`config.mk`:
```
export PLATFORM = sky130hd
export DESIGN_NAME = quad_ascii_conv
export DESIGN_NICKNAME = d
export VERILOG_FILES = /design/src/rtl/qa_pkg.sv /design/src/rtl/qa_datapath.sv /design/src/rtl/qa_control.sv /design/src/rtl/quad_ascii_conv.sv
export SDC_FILE = /design/constraint.sdc
export NUM_CORES = 1
export LEC_CHECK = 0
export BUFFER_PORTS_ARGS = -buffer_cell sky130_fd_sc_hd__buf_2
export CAP_MARGIN = 40
export CORE_UTILIZATION = 25
export DETAILED_ROUTE_END_ITERATION = 7
export PLACE_DENSITY = 0.53
export REMOVE_ABC_BUFFERS = 1
export SYNTH_ARGS = -nofsm -noshare
export SYNTH_HDL_FRONTEND = slang
export SYNTH_SLANG_ARGS = --single-unit
```
`constraint.sdc`:
```
create_clock -name clk -period 2.3 [get_ports clk]
set_input_delay 0.46 -clock clk [delete_from_list [all_inputs] [get_ports clk]]
set_output_delay 0.46 -clock clk [all_outputs]
set_load 0.02 [all_outputs]
```
`src/rtl/qa_pkg.sv`:
```
package qa_pkg;
  typedef struct packed {
    logic load;     // latch operand and field, reset divider
    logic divStep;  // one shift-subtract step
    logic commit;   // digit accepted: advance address, reload divider
    logic finish;   // capture overflow
  } qa_strobe_t;

  typedef enum logic [2:0] {
    ST_IDLE,
    ST_CHECK,
    ST_DIV,
    ST_WRITE,
    ST_DONE
  } qa_state_t;
endpackage

```
`src/rtl/qa_datapath.sv`:
```
module qa_datapath
  import qa_pkg::*;
#(
  parameter int DATA_W = 64,
  parameter int ADDR_W = 16,
  parameter int CNT_W  = 8
) (
  input  logic              clk,
  input  logic              rstN,
  input  qa_strobe_t        strobe,
  input  logic [DATA_W-1:0] operand,
  input  logic [ADDR_W-1:0] startAddr,
  input  logic [CNT_W-1:0]  byteCount,
  output logic              cntZero,
  output logic              cntLast,
  output logic              bitLast,
  output logic [ADDR_W-1:0] wrAddr,
  output logic [7:0]        wrData,
  output logic              ccLess,
  output logic              ccEqual,
  output logic              ccGreater,
  output logic              overflow
);
  localparam int BIT_W = $clog2(DATA_W);
  localparam logic [BIT_W-1:0] LAST_BIT = BIT_W'(DATA_W - 1);
  localparam logic [4:0] TEN = 5'd10;

  logic [DATA_W-1:0] divWork;
  logic [3:0]        divRem;
  logic [BIT_W-1:0]  bitCnt;
  logic [ADDR_W-1:0] curAddr;
  logic [CNT_W-1:0]  remaining;

  logic [DATA_W-1:0] magnitude;
  logic [4:0]        partial;
  logic              geTen;

  assign magnitude = operand[DATA_W-1] ? (~operand + 1'b1) : operand;
  assign partial   = {divRem, divWork[DATA_W-1]};
  assign geTen     = (partial >= TEN);

  always_ff @(posedge clk or negedge rstN) begin
    if (!rstN) begin
      divWork   <= '0;
      divRem    <= '0;
      bitCnt    <= '0;
      curAddr   <= '0;
      remaining <= '0;
      ccLess    <= 1'b0;
      ccEqual   <= 1'b0;
      ccGreater <= 1'b0;
      overflow  <= 1'b0;
    end else begin
      if (strobe.load) begin
        divWork   <= magnitude;
        divRem    <= '0;
        bitCnt    <= '0;
        curAddr   <= startAddr + ADDR_W'(byteCount) - 1'b1;
        remaining <= byteCount;
        ccLess    <= operand[DATA_W-1];
        ccEqual   <= (operand == '0);
        ccGreater <= !operand[DATA_W-1] && (operand != '0);
        overflow  <= 1'b0;
      end
      if (strobe.divStep) begin
        divRem  <= geTen ? 4'(partial - TEN) : partial[3:0];
        divWork <= {divWork[DATA_W-2:0], geTen};
        bitCnt  <= bitCnt + 1'b1;
      end
      if (strobe.commit) begin
        divRem    <= '0;
        bitCnt    <= '0;
        curAddr   <= curAddr - 1'b1;
        remaining <= remaining - 1'b1;
      end
      if (strobe.finish) begin
        overflow <= (divWork != '0);
      end
    end
  end

  assign cntZero = (remaining == '0);
  assign cntLast = (remaining == CNT_W'(1));
  assign bitLast = (bitCnt == LAST_BIT);
  assign wrAddr  = curAddr;
  assign wrData  = {4'h3, divRem};
endmodule

```
`src/rtl/qa_control.sv`:
```
module qa_control
  import qa_pkg::*;
(
  input  logic       clk,
  input  logic       rstN,
  input  logic       start,
  input  logic       wrReady,
  input  logic       cntZero,
  input  logic       cntLast,
  input  logic       bitLast,
  output qa_strobe_t strobe,
  output logic       busy,
  output logic       done,
  output logic       wrValid
);
  qa_state_t state, stateNext;

  always_ff @(posedge clk or negedge rstN) begin
    if (!rstN) state <= ST_IDLE;
    else       state <= stateNext;
  end

  always_comb begin
    stateNext = state;
    strobe    = '0;
    case (state)
      ST_IDLE: begin
        if (start) begin
          strobe.load = 1'b1;
          stateNext   = ST_CHECK;
        end
      end
      ST_CHECK: begin
        if (cntZero) begin
          strobe.finish = 1'b1;
          stateNext     = ST_DONE;
        end else begin
          stateNext = ST_DIV;
        end
      end
      ST_DIV: begin
        strobe.divStep = 1'b1;
        if (bitLast) stateNext = ST_WRITE;
      end
      ST_WRITE: begin
        if (wrReady) begin
          strobe.commit = 1'b1;
          if (cntLast) begin
            strobe.finish = 1'b1;
            stateNext     = ST_DONE;
          end else begin
            stateNext = ST_DIV;
          end
        end
      end
      ST_DONE:  stateNext = ST_IDLE;
      default:  stateNext = ST_IDLE;
    endcase
  end

  assign busy    = (state != ST_IDLE);
  assign done    = (state == ST_DONE);
  assign wrValid = (state == ST_WRITE);
endmodule

```
`src/rtl/quad_ascii_conv.sv`:
```
module quad_ascii_conv
  import qa_pkg::*;
#(
  parameter int DATA_W = 64,
  parameter int ADDR_W = 16,
  parameter int CNT_W  = 8
) (
  input  logic              clk,
  input  logic              rstN,
  input  logic              start,
  input  logic [DATA_W-1:0] operand,
  input  logic [ADDR_W-1:0] startAddr,
  input  logic [CNT_W-1:0]  byteCount,
  output logic              busy,
  output logic              done,
  output logic              ccLess,
  output logic              ccEqual,
  output logic              ccGreater,
  output logic              overflow,
  output logic              wrValid,
  input  logic              wrReady,
  output logic [ADDR_W-1:0] wrAddr,
  output logic [7:0]        wrData
);
  qa_strobe_t strobe;
  logic cntZero, cntLast, bitLast;

  qa_control u_ctrl (
    .clk(clk), .rstN(rstN), .start(start), .wrReady(wrReady),
    .cntZero(cntZero), .cntLast(cntLast), .bitLast(bitLast),
    .strobe(strobe), .busy(busy), .done(done), .wrValid(wrValid)
  );

  qa_datapath #(.DATA_W(DATA_W), .ADDR_W(ADDR_W), .CNT_W(CNT_W)) u_dp (
    .clk(clk), .rstN(rstN), .strobe(strobe), .operand(operand),
    .startAddr(startAddr), .byteCount(byteCount),
    .cntZero(cntZero), .cntLast(cntLast), .bitLast(bitLast),
    .wrAddr(wrAddr), .wrData(wrData),
    .ccLess(ccLess), .ccEqual(ccEqual), .ccGreater(ccGreater),
    .overflow(overflow)
  );
endmodule

```
Yosys cells after proc, flatten, opt, wreduce, memory -nomap -nowiden:

Index checks and enable logic that the tools add are counted.

* output and inout port bits: 31
* logic and storage cells: 71
* input bits: 92
* bits in registers: 105

* multiplexer cells: 30
* equal/unequal tests: 9
* reductions and logical operators: 13
* bitwise operators: 1
* $lt $le $gt $ge: 1
* $add $sub $neg: 7

Operators with widths (count)
* $mux W64: 3
* $reduce_bool A64 Y1: 2
* $add A64 B1 Y64 const B: 1
* $logic_not A64 Y1: 1
* $not A64 Y64: 1
* $mux W16: 2
* $sub A16 B1 Y16 const B: 2
* $mux W6: 3
* $add A16 B8 Y16: 1
* $mux W4: 4
* $mux W8: 2
* $mux W3: 5
* $pmux W3 S4: 1
* $eq A8 B1 Y1 const B: 1
* $logic_not A8 Y1: 1
* $mux W1: 8
* $sub A8 B1 Y8 const B: 1
* $add A6 B1 Y6 const B: 1
* $eq A3 B2 Y1 const B: 2
* $eq A6 B6 Y1 const B: 1
* $reduce_bool A2 Y1: 3
* $reduce_bool A3 Y1: 2
* $ge A5 B4 Y1 const B: 1
* $ne A2 B2 Y1 const B: 2
* 10 further kinds: 10

Depth between registers and ports, before layout:

* depth in word-level cells: 5
* depth in mapped cells: 12
* gate-level depth less buffers: 12

Cells and area by module:

Synthesis repeated with hierarchy kept, for this count alone.

* cells, all modules: 913
* area, all modules: 7622.3 um2

By module, submodules not included
* qa_datapath: area each 7404.6 um2, times used 1, seq. area each 2552.4 um2, cells an instance 889
* qa_control: area each 217.7 um2, times used 1, seq. area each 75.1 um2, cells an instance 24

Worst setup path after synthesis:

Ideal clock, no wire load.

* path kind: input to register
* start: input operand[6]
* end: register u_dp.divWork[41]
* data arrival time: 2.354 ns
* buffers on the path: 1
* path slack: -0.188 ns
* required time: 2.166 ns
* stages on the path: 7
* setup time: 0.134 ns
* cells stage by stage: or4_1 nor3_1 nand4_4 buf_6 nor3_2 mux2i_1 o211ai_2

* longest elaborated chain between the ends: 5

RTL lines
* from (decl): RTL line quad_ascii_conv.sv:11 `input logic [DATA_W-1:0] operand,`
* $not A64 Y64: RTL line qa_datapath.sv:38 `assign magnitude = operand[DATA_W-1] ? (~operand + 1'b1) : operand;`
* $add A64 B1 Y64: RTL line qa_datapath.sv:38
* $mux W64: RTL line qa_datapath.sv:38
* $mux W64: RTL line qa_datapath.sv:54 `if (strobe.load) begin`
* $mux W64: RTL line qa_datapath.sv:65 `if (strobe.divStep) begin`
* to (signal assigned): RTL line qa_datapath.sv:55 `divWork <= magnitude;`
* to (signal assigned): RTL line qa_datapath.sv:67 `divWork <= {divWork[DATA_W-2:0], geTen};`
* to (decl): RTL line qa_datapath.sv:28 `logic [DATA_W-1:0] divWork;`

No other way between the ends. The select of a mux whose other input is x is not followed.
A chain may end at the register's enable or synchronous reset.

Worst setup path after layout:

* start: register u_dp.curAddr[1], in the netlist u_dp.wrAddr[1]
* end: register u_dp.curAddr[12], in the netlist u_dp.wrAddr[12]

* longest elaborated chain between the ends: 2

RTL lines
* from (decl): RTL line qa_datapath.sv:31 `logic [ADDR_W-1:0] curAddr;`
* from (signal assigned): RTL line qa_datapath.sv:58 `curAddr <= startAddr + ADDR_W'(byteCount) - 1'b1;`
* from (signal assigned): RTL line qa_datapath.sv:73 `curAddr <= curAddr - 1'b1;`
* $sub A16 B1 Y16: RTL line qa_datapath.sv:73
* $mux W16: RTL line qa_datapath.sv:70 `if (strobe.commit) begin`

No other way between the ends.

==> metrics.csv <==
stage,metric,value,unit
finish,antenna_cells_inserted,0,
timing,setup_ws,48.2,ps
global_routing,via_count_of_the_first_global_routing_pass,7003,
routing,routed-via-count,7345,
synth,sequential_element_share_of_the_synthesized_area,34.8,%
global_routing,grt_first_pass_wirelength,37500,um
synth,xor_xnor_cell_area_share_of_the_yosys_netlist,6.26,%
synth,synth_cell_type_count,64,
placed_design,dpl_worst_slack,-562,ps
routing,wl_per_cell,16.0,um
finish,area_growth,34.6,%
critical_path,reg2reg_to,u_dp.wrAddr[12]$_DFFE_PN0P_,
power,cellInternalPower,5.53,mW
clock_network,cts-htree-levels,3,
global_routing,grt_antenna_before_repair,0,
synth,post_synth_design_cell_area,7550,um2
floorplan,dieArea,30900,um2
floorplan,start_util,25.5,%
timing,skew,9.48,ps
clock_network,cts_tree,built,
timing,fin_crit_sh,97.9,%
clock_network,insertion_delay,360,ps
synth,postSynthAreaPerCell,8.72,um2
status,outcome,finished clean,
synth,yosys.area.top_type_share,34.8,%
routing,postRouteWirelength,23500,um
power,power.combinational.fraction,44.7,%
clock_network,clock_path_buffers,2,
critical_path,worst-path-stages,7,
critical_path,rr_startpoint,u_dp.wrAddr[1]$_DFFE_PN0P_,
synth,postSynthRegisterBits,105,
synth,muxShareOfSynthArea,3.86,%
critical_path,path_class,flop to flop,
power,power.density_cell_area,932,nW/um2
timing,final-setup-viol-count,0,
timing,minimum_period_implied_by_the_final_worst_setup_slack,2250,ps
power,power.switching,3.94,mW
timing,setup_total_negative_slack,0,ps
routing,remaining_number_of_nets_flagged_by_the_antenna_check_after_routing,0,
critical_path,critical_path_source,u_dp.wrAddr[1]$_DFFE_PN0P_,
global_routing,gr-total-overflow,0,
finish,nFillCells,3110,
critical_path,timing.critical_path.required,2570,ps
floorplan,io-pin-count,123,
critical_path,setup.worst_path.end,u_dp.wrAddr[12]$_DFFE_PN0P_,
worst_hold_path,worst_hold_path_type,input pin to flop,
floorplan,std_cell_rows,63,
global_routing,globalRouteTotalUtil,15.2,%
finish,final_common_cell,sky130_fd_sc_hd__buf_4,
critical_path,timing.critical_path.arrival,2520,ps
timing,worst_slew_margin_rel,49.7,%
critical_path,cp_max_fo,4,
routing,post_drt_via_cell_ratio,4.99,
critical_path,crit_path_cell_trace,inv_2 -> ha_4 -> or3b_4 -> or4_4 -> nor4_4 -> xnor2_1 -> a221oi_2,
critical_path,critical_path.top_delay_family,simple AND/OR/NAND/NOR gates,
flow_run,drv_cap,0,
timing,clock.fmax,444,MHz
timing,tightest_pin_transition,754,ps
placed_design,post-dp-hpwl,17200,um
critical_path,ff2ff_path_depth,7,
critical_path,cpPeakStageDelay,550,ps
timing,rsz0062_at_grt,yes,
critical_path,startpoint_type,flop,
clock_network,clk_pin_slew_worst_paths,80,ps
routing,drtIter0Drc,481,
synth,ys.warnings.count,0,
routing,number_of_remaining_drc_errors,0,
routing,drt-pass1-iter-count,5,
synth,synthTopCellsByArea,"sky130_fd_sc_hd__dfrtp_1 35%, sky130_fd_sc_hd__a22oi_1 5.3%, sky130_fd_sc_hd__o21ai_0 5.0%, sky130_fd_sc_hd__xor2_1 4.9%, sky130_fd_sc_hd__ha_1 4.8%",
clock_network,clk_root_buffer_cell,sky130_fd_sc_hd__clkbuf_16,
power,p_seq_share,36.9,%
clock_network,cts_num_sinks,105,
finish,final_layout_size_suffix_gt1_share,32.0,%
critical_path,setup.reg_to_reg.worst_slack,50,ps
finish,final_net_count,1198,
synth,most_instantiated_flip_flop_cell_in_the_synthesis_netlist,sky130_fd_sc_hd__dfrtp_1,
power,power.share.clock,18.4,%
synth,synth_area_leader_cell,sky130_fd_sc_hd__dfrtp_1,
floorplan,die_w,176,um
synth,synth_top_family_by_area,compound AO/OA/AOI/OAI gates,
critical_path,timing.critical_path.slowest_stage_cell,sky130_fd_sc_hd__or4_4,
power,total_leakage_power,4.31,nW
placed_design,place.port_buffers,118,
power,ir_worst_vdd,0.000530,V
finish,layout_common_cells,"122 x sky130_fd_sc_hd__buf_4, 117 x sky130_fd_sc_hd__buf_2, 105 x sky130_fd_sc_hd__dfrtp_1",
global_routing,grt_start_max_net_pins,73,
synth,synth-edff-count,0,
synth,netlist_instances,866,
critical_path,sum_of_buffers_and_inverters_on_the_critical_path,1,
floorplan,die_h,176,um
synth,compound_gate_fraction_of_synth_area,22.4,%
placed_design,gp_congestion,0.806,
timing,final_hold_viol_count,0,
clock_network,tritoncts.num_buffers,9,
synth,post_synth_and_or_nand_nor_area_fraction,22.1,%
critical_path,endpoint_kind,flop,
timing,final_max_slew_viols,0,
synth,adder_cell_share_of_the_synthesized_area,5.07,%
synth,ys_async_rst_share,100,%
power,power.share.switching,41.6,%
floorplan,core,29600,um2
## sequential cells by signal, indices dropped and copies added, names as in the netlist
signal          cells
u_dp.ccEqual        1
u_dp.wrAddr        16
u_dp.remaining      8
u_dp.overflow       1
u_ctrl.state        3
u_dp.divRem         4
u_dp.divWork       64
u_dp.ccGreater      1
u_dp.bitCnt         6
u_dp.ccLess         1
## layout make-up
type / instances / area [um2] / share of cell area [%]
repair buffers: 247 / 1660 / 16.3
inverters: 52 / 195 / 1.92
flip-flops and latches: 105 / 2630 / 25.9
well taps: 390 / 488 / 4.80
clock inverters: 7 / 103 / 1.01
clock buffers: 9 / 225 / 2.22
multi-input cells: 661 / 4870 / 47.9
## worst min path at each step
| stage | from | to | slack [ps] | depth (start not counted) |
|---|---|---|---|---|
| 6_report | start | u_ctrl.state[0]$_DFFE_PN0P_ | 370 | 3 |
| 3_5_place_dp | rstN | u_dp.divRem[3]$_DFFE_PN0P_ | 370 | 1 |
| 2_1_floorplan | rstN | u_ctrl.state[0]$_DFFE_PN0P_ | 160 | 0 |
| 3_3_place_gp | rstN | u_dp.divRem[3]$_DFFE_PN0P_ | 370 | 1 |
| 4_1_cts | start | u_ctrl.state[0]$_DFFE_PN0P_ | 360 | 3 |
| 5_1_grt | start | u_ctrl.state[0]$_DFFE_PN0P_ | 380 | 3 |
## tightest hold or removal path, delay by kind of cell
family                 cells  cell delay [ps]
AO/OA/AOI/OAI              1               50
buffers and inverters      1              130
AND/OR/NAND/NOR            1               60
## Yosys cell counts (6+ instances only)
master	number
sky130_fd_sc_hd__dfrtp_1	105
sky130_fd_sc_hd__o21ai_0	76
sky130_fd_sc_hd__nand2_1	60
sky130_fd_sc_hd__a22oi_1	53
sky130_fd_sc_hd__inv_1	52
sky130_fd_sc_hd__nor2_1	43
sky130_fd_sc_hd__xor2_1	42
sky130_fd_sc_hd__clkbuf_1	39
sky130_fd_sc_hd__ha_1	29
sky130_fd_sc_hd__nor3_1	29
sky130_fd_sc_hd__mux2i_1	28
sky130_fd_sc_hd__nor2b_1	28
sky130_fd_sc_hd__a21oi_1	27
sky130_fd_sc_hd__nor4_1	26
sky130_fd_sc_hd__o211ai_1	21
sky130_fd_sc_hd__nand3_1	15
sky130_fd_sc_hd__o31ai_1	15
sky130_fd_sc_hd__o21ai_1	13
sky130_fd_sc_hd__or4_1	13
sky130_fd_sc_hd__or3_1	12
sky130_fd_sc_hd__xnor2_1	12
sky130_fd_sc_hd__nor3_2	10
sky130_fd_sc_hd__and3_1	9
sky130_fd_sc_hd__nor4_2	9
sky130_fd_sc_hd__o41ai_1	8
sky130_fd_sc_hd__a221oi_1	6
sky130_fd_sc_hd__nand4_1	6
## cells by family (layout without fill, tap and decap cells)
kind of cell	Yosys count	in the layout
buf+inv	102	315
mux	29	29
flops	105	105
simple gates	287	287
compound gates	257	257
fa+ha+maj	30	30
other cells	2	4
xor+xnor	54	54
## timing repair
action | in CTS | in global routing
hold buffers | 1 | 0
pin swaps | 2 | 20
endpoints found under the hold margin | 17 | 0
resized for setup | 12 | 49
setup endpoints to repair | 17 | 39
setup buffers | 0 | 6
## metrics by stage
step | hold WS (ps) | instance area [um2] | utilization [%] | std cells | power, mW
after floorplan | 164 | 7340 | - | 818 | 5.86
after global placement | 371 | 9420 | 31.8 | 1447 | 7.47
after detailed placement | 368 | 9450 | 31.9 | 1448 | 7.59
after CTS | 361 | 9840 | 33.2 | 1465 | 9.38
after global routing | 384 | 10200 | 34.3 | 1471 | 10.2
final | 374 | 10200 | 34.3 | 1471 | 9.47
## per-layer routing
metal | vias to the layer above | global-route usage, % | routed length (um)
met4 | 0 | 3.30 | 160
li1 | 3625 | - | -
met2 | 147 | 24.3 | 10900
met5 | - | 0 | 0
met3 | 8 | 1.88 | 793
met1 | 3565 | 21.8 | 11600
## power by group through the flow
stage          registers, mW  clock network (mW)  logic, mW
2_1_floorplan           3.54                   0       2.32
3_3_place_gp            3.48                   0       3.99
3_5_place_dp            3.47                   0       4.12
4_1_cts                 3.46                1.79       4.13
5_1_grt                 3.63                1.85       4.73
6_report                3.50                1.74       4.23
Power figures use the tool's default switching activity.
